===== src/rtl/round_sum_csa.sv =====
module round_sum_csa #(
  parameter int W = 32
) (
  input  logic [W-1:0] h_in,
  input  logic [W-1:0] d_in,
  input  logic [W-1:0] ksum_in,
  input  logic [W-1:0] wsched_in,
  input  logic [W-1:0] sig1_in,
  input  logic [W-1:0] choose_in,
  input  logic [W-1:0] sig0_in,
  input  logic [W-1:0] major_in,
  output logic [W-1:0] next_a,
  output logic [W-1:0] next_e
);

  localparam int MSB = W - 1;

  function automatic logic [W-1:0] csa_sum(input logic [W-1:0] x, y, z);
    return x ^ y ^ z;
  endfunction

  function automatic logic [W-1:0] csa_cry(input logic [W-1:0] x, y, z);
    logic [W-1:0] m;
    m = (x & y) | (x & z) | (y & z);
    return {m[MSB-1:0], 1'b0};
  endfunction

  // stage 1: early operands
  logic [W-1:0] l1_s, l1_c;
  assign l1_s = csa_sum(h_in, ksum_in, wsched_in);
  assign l1_c = csa_cry(h_in, ksum_in, wsched_in);

  // stage 2/3: late logic-function results
  logic [W-1:0] l2_s, l2_c, t1_s, t1_c;
  assign l2_s = csa_sum(l1_s, l1_c, sig1_in);
  assign l2_c = csa_cry(l1_s, l1_c, sig1_in);
  assign t1_s = csa_sum(l2_s, l2_c, choose_in);
  assign t1_c = csa_cry(l2_s, l2_c, choose_in);

  // e path
  logic [W-1:0] e_s, e_c;
  assign e_s = csa_sum(t1_s, t1_c, d_in);
  assign e_c = csa_cry(t1_s, t1_c, d_in);

  // a path
  logic [W-1:0] a4_s, a4_c, a5_s, a5_c;
  assign a4_s = csa_sum(t1_s, t1_c, sig0_in);
  assign a4_c = csa_cry(t1_s, t1_c, sig0_in);
  assign a5_s = csa_sum(a4_s, a4_c, major_in);
  assign a5_c = csa_cry(a4_s, a4_c, major_in);

  // carry-propagate adders, carry out dropped
  assign next_a = a5_s + a5_c;
  assign next_e = e_s + e_c;

endmodule


===== config.mk =====
export PLATFORM = sky130hd
export DESIGN_NAME = round_sum_csa
export DESIGN_NICKNAME = d
export VERILOG_FILES = /design/src/rtl/round_sum_csa.sv
export SDC_FILE = /design/constraint.sdc
export NUM_CORES = 1
export LEC_CHECK = 0
export ABC_AREA = 1
export BUFFER_PORTS_ARGS = -buffer_cell sky130_fd_sc_hd__buf_4
export CAP_MARGIN = 10
export CORE_MARGIN = 3
export CORE_UTILIZATION = 40
export DETAILED_ROUTE_END_ITERATION = 10
export GPL_ROUTABILITY_DRIVEN = 0
export MAX_ROUTING_LAYER = met4
export PLACE_DENSITY = 0.69
export SLEW_MARGIN = 20
export SYNTH_ARGS = -nofsm -noshare
export SYNTH_HDL_FRONTEND = slang
export SYNTH_SLANG_ARGS = --single-unit
export TNS_END_PERCENT = 50

===== constraint.sdc =====
create_clock -name vclk -period 10.3
set_clock_uncertainty 0.05 [all_clocks]
set_input_delay 2.575 -clock vclk [all_inputs]
set_output_delay 2.575 -clock vclk [all_outputs]
set_load 0.03 [all_outputs]

* Yosys cells after proc, flatten, opt, wreduce, memory -nomap -nowiden
Cells that the tools add are included.
** Storage, ports and cells
- Flip-flop bits (word level) :: 0
- Bits in latches :: 0
- RAM bits :: 0
- Bits in read-only memories :: 0
- Input bits :: 256
- Output and inout port bits :: 64
- Memories :: 0
** Cells by class
- Add/sub/neg operators :: 2
- $mul :: 0
- Div/mod/pow operators :: 0
- Magnitude comparators :: 0
- Equal/unequal tests :: 0
- Shift operators :: 0
- Multiplexer cells :: 0
- Bitwise operators :: 40
- Reduce and logical (&&, ||, !) cells :: 0
** Operators by type and width (count)
- $and 31x31->31 :: 17
- $or 31x31->31 :: 12
- $xor 32x32->32 :: 11
- $add 32x32->32 :: 2

* Longest topological paths before layout
- Word-level depth :: 16
- Mapped depth :: 20

* Least setup slack after synthesis
OpenSTA, ideal clock, no wires.
- Path type :: input-to-output
- From :: in h_in[1]
- To :: out next_a[9]
- Arrival time :: 6.664 ns
- Required time :: 7.675 ns
- Path slack :: 1.011 ns
- Stages :: 16
- Path through :: fa_1 fa_1 fa_1 inv_1 fa_1 fa_1 inv_1 ha_1 inv_1 fa_1 inv_1 nand2_1 nand3_1 nand3_1 nand2_1 xor2_1
** Between the ends
- Longest elaborated chain between the ends :: 16
- Elaborated cells on any way between the ends :: 35
- Classes of those cells :: 1 x add/sub; 34 x bitwise
** RTL lines
- start: declaration :: line 4 : input logic [W-1:0] h_in,
- $and 31x31->31 :: line 24 : m = (x & y) | (x & z) | (y & z);
- $or 31x31->31 (2 in series) :: line 24
- $and 31x31->31 :: line 24
- $or 31x31->31 (2 in series) :: line 24
- $and 31x31->31 :: line 24
- $or 31x31->31 (2 in series) :: line 24
- $and 31x31->31 :: line 24
- $or 31x31->31 (2 in series) :: line 24
- $and 31x31->31 :: line 24
- $or 31x31->31 (2 in series) :: line 24
- $add 32x32->32 (*) :: line 53 : assign next_a = a5_s + a5_c;
- end: declaration :: line 12 : output logic [W-1:0] next_a,
Mark *: on every way between the ends. The rest lies on a longest branch, timed or not.

* Worst setup path in the final report
- From :: in h_in[1]
- To :: out next_a[31]
Same word-level chain as after synthesis.

==> results_dict.tcl <==
set metrics [dict create \
    status "complete, no violations" \
    period_minus_slack_ns 9.81 \
    io_buffers 320 \
    design.seq.count 0 \
    syn2layout_area_growth_pct 31.9 \
    synth_cell_types 25 \
    syn_inst 1202 \
    grt_max_degree 6 \
    layout-drive-gt1-share 0.227 \
    dpl.cell_count 1797 \
    grt_pass1_wl_mm 48.0 \
    ctsHoldBuffers 0 \
    fillCellCount 2137 \
    worstSetupEndpointType "primary output" \
    dr.pass1.iters 5 \
    die_h_um 153 \
    cts_setup_buffers 0 \
    fin_crit_sh 0.952 \
    hold_start "major_in[0]" \
    hpwlAfterDp_mm 29.8 \
    finalMaxSlewViolations 0 \
    num_rows 53 \
    fin_nets 2028 \
    first_iter_violations 505 \
    relSlewSlack 0.713 \
    drc 0 \
    hp-class "in2out" \
    synth_area_um2 8660 \
    yosysMostFrequentCell "nand2_1" \
    startpoint "h_in[1]" \
    slowest_delay_ns 0.56 \
    yosys-top-cells-count "nand2_1, inv_1, fa_1" \
    timing.setup.tns_ns 0 \
    dpl_worst_slack_ns 0.488 \
    synth_top_cells_by_area "fa_1, nand2_1, inv_1, ha_1, nand3_1" \
    hold_depth 3 \
    cpMaxStageDelayCell "fa_1" \
    wl_mm 31.4 \
    grt_pass1_vias 9129 \
    cp.arrival_ns 7.18 \
    ff_latch_area_um2 0 \
    route.vias.total 8728 \
    path_max_fanout 4 \
    setup-violations-final 0 \
    whs_ns 5.44 \
    grt.overflow.total 0 \
    syn_avg_cell_area_um2 7.20 \
    grtUsageTotal 0.268 \
    antenna_found_initial 5 \
    worst_pin_slew_ns 0.430 \
    setup_slack_ns 0.491 \
    path_class "in2out" \
    n_clock_buffer 0 \
    maxCapViolCount 0 \
    stdcell_count 1802 \
    routedWlPerCell_um 17.4 \
    finalHoldViolations 0 \
    io_pins 320 \
    fp.coreArea_um2 21200 \
    min_to "next_a[0]" \
    cts.repair.resized 0 \
    syn-num-nets 1706 \
    synth.top_cell.area_share 0.423 \
    crit_path_start_kind "input pin" \
    synth_top_area_cell "fa_1" \
    antenna_left 0 \
    crit_required_ns 7.68 \
    ys_seq_area_frac 0 \
    routed_via_density 4.84 \
    path_cells "buf_4 -> fa_1 -> fa_1 -> fa_1 -> inv_1 -> fa_1 -> fa_1 -> inv_1 -> ha_1 -> inv_1 -> fa_1 -> inv_1 -> nand2_1 -> nand3_1 -> nand2_1 -> nand2_2 -> nand2_1 -> nand2_1 -> inv_1 -> nand2_1 -> nand2_1 -> buf_4" \
    rsz0062_at_grt "false" \
    yosys_warnings 0 \
    start_util 0.409 \
    die_area_um2 23500 \
    max_freq_mhz 102 \
    die_width_um 153 \
]
layout make-up:
cell class	instances	area (µm²)	area share
Multi-Input combinational cell	901	7530	0.659
Timing Repair Buffer	320	2400	0.210
Inverter	301	1130	0.0989
Antenna cell	5	12.5	0.00110
Tap cell	275	344	0.0301
cell usage in the layout, fill, tap and decap left out:
cell type / Yosys / final
nand3b_1: 2 / 2
nor3_2: 6 / 6
nand2_2: 12 / 12
o21ai_1: 2 / 2
a31oi_1: 1 / 1
nor4_1: 5 / 5
a21o_1: 3 / 3
ha_1: 65 / 65
nor2_1: 78 / 78
nor2_2: 6 / 6
xnor2_1: 4 / 4
nor3_1: 8 / 8
diode_2: 0 / 5
fa_1: 183 / 183
o21ai_0: 19 / 19
nand2_1: 314 / 314
and2_1: 1 / 1
inv_1: 301 / 301
buf_4: 0 / 320
xor2_1: 31 / 31
o21bai_1: 16 / 16
and3_1: 2 / 2
nand3_2: 1 / 1
a21oi_1: 54 / 54
nand4_1: 16 / 16
or2_1: 2 / 2
nand3_1: 70 / 70
cell families (layout without fill, tap and decap cells):
group,after synthesis,count (layout),share of synthesized area
AND/OR/NAND/NOR,523,523,0.257
buffers and inverters,301,621,0.130
other,0,5,0
adder cells (fa/ha/maj),248,248,0.517
XOR/XNOR,35,35,0.0354
AO/OA/AOI/OAI,95,95,0.0605
worst max path at each step:
stage	slack, ns	end	cells after the start
6_report	0.49	next_a[31]	22
5_1_grt	0.24	next_a[31]	21
4_1_cts	0.47	next_a[31]	22
3_5_place_dp	0.49	next_a[31]	22
3_3_place_gp	0.57	next_a[31]	21
2_1_floorplan	1.01	next_a[9]	16
stage by stage:
stage | area (µm²) | util
detailed placement | 11400 | 0.539
finish | 11400 | 0.540
global placement | 11400 | 0.539
CTS | 11400 | 0.539
global route | 11400 | 0.540
floorplan | 8660 | -
critical path, delay by kind of cell:
family / cells / cell delay, ns
adders and majority gates: 7 / 3.10
and+or+nand+nor: 8 / 0.80
buffers and inverters: 7 / 0.69
metal layers:
layer / GRT usage / up-vias / share of wire
met5: - / - / 0
met4: 0.0594 / 0 / 0.025
met3: 0.0396 / 34 / 0.074
met2: 0.489 / 400 / 0.52
met1: 0.313 / 4016 / 0.38
li1: - / 4278 / -
Power is not shown: default switching activity piles up to over one toggle a cycle in this logic, so the estimate is an artifact.
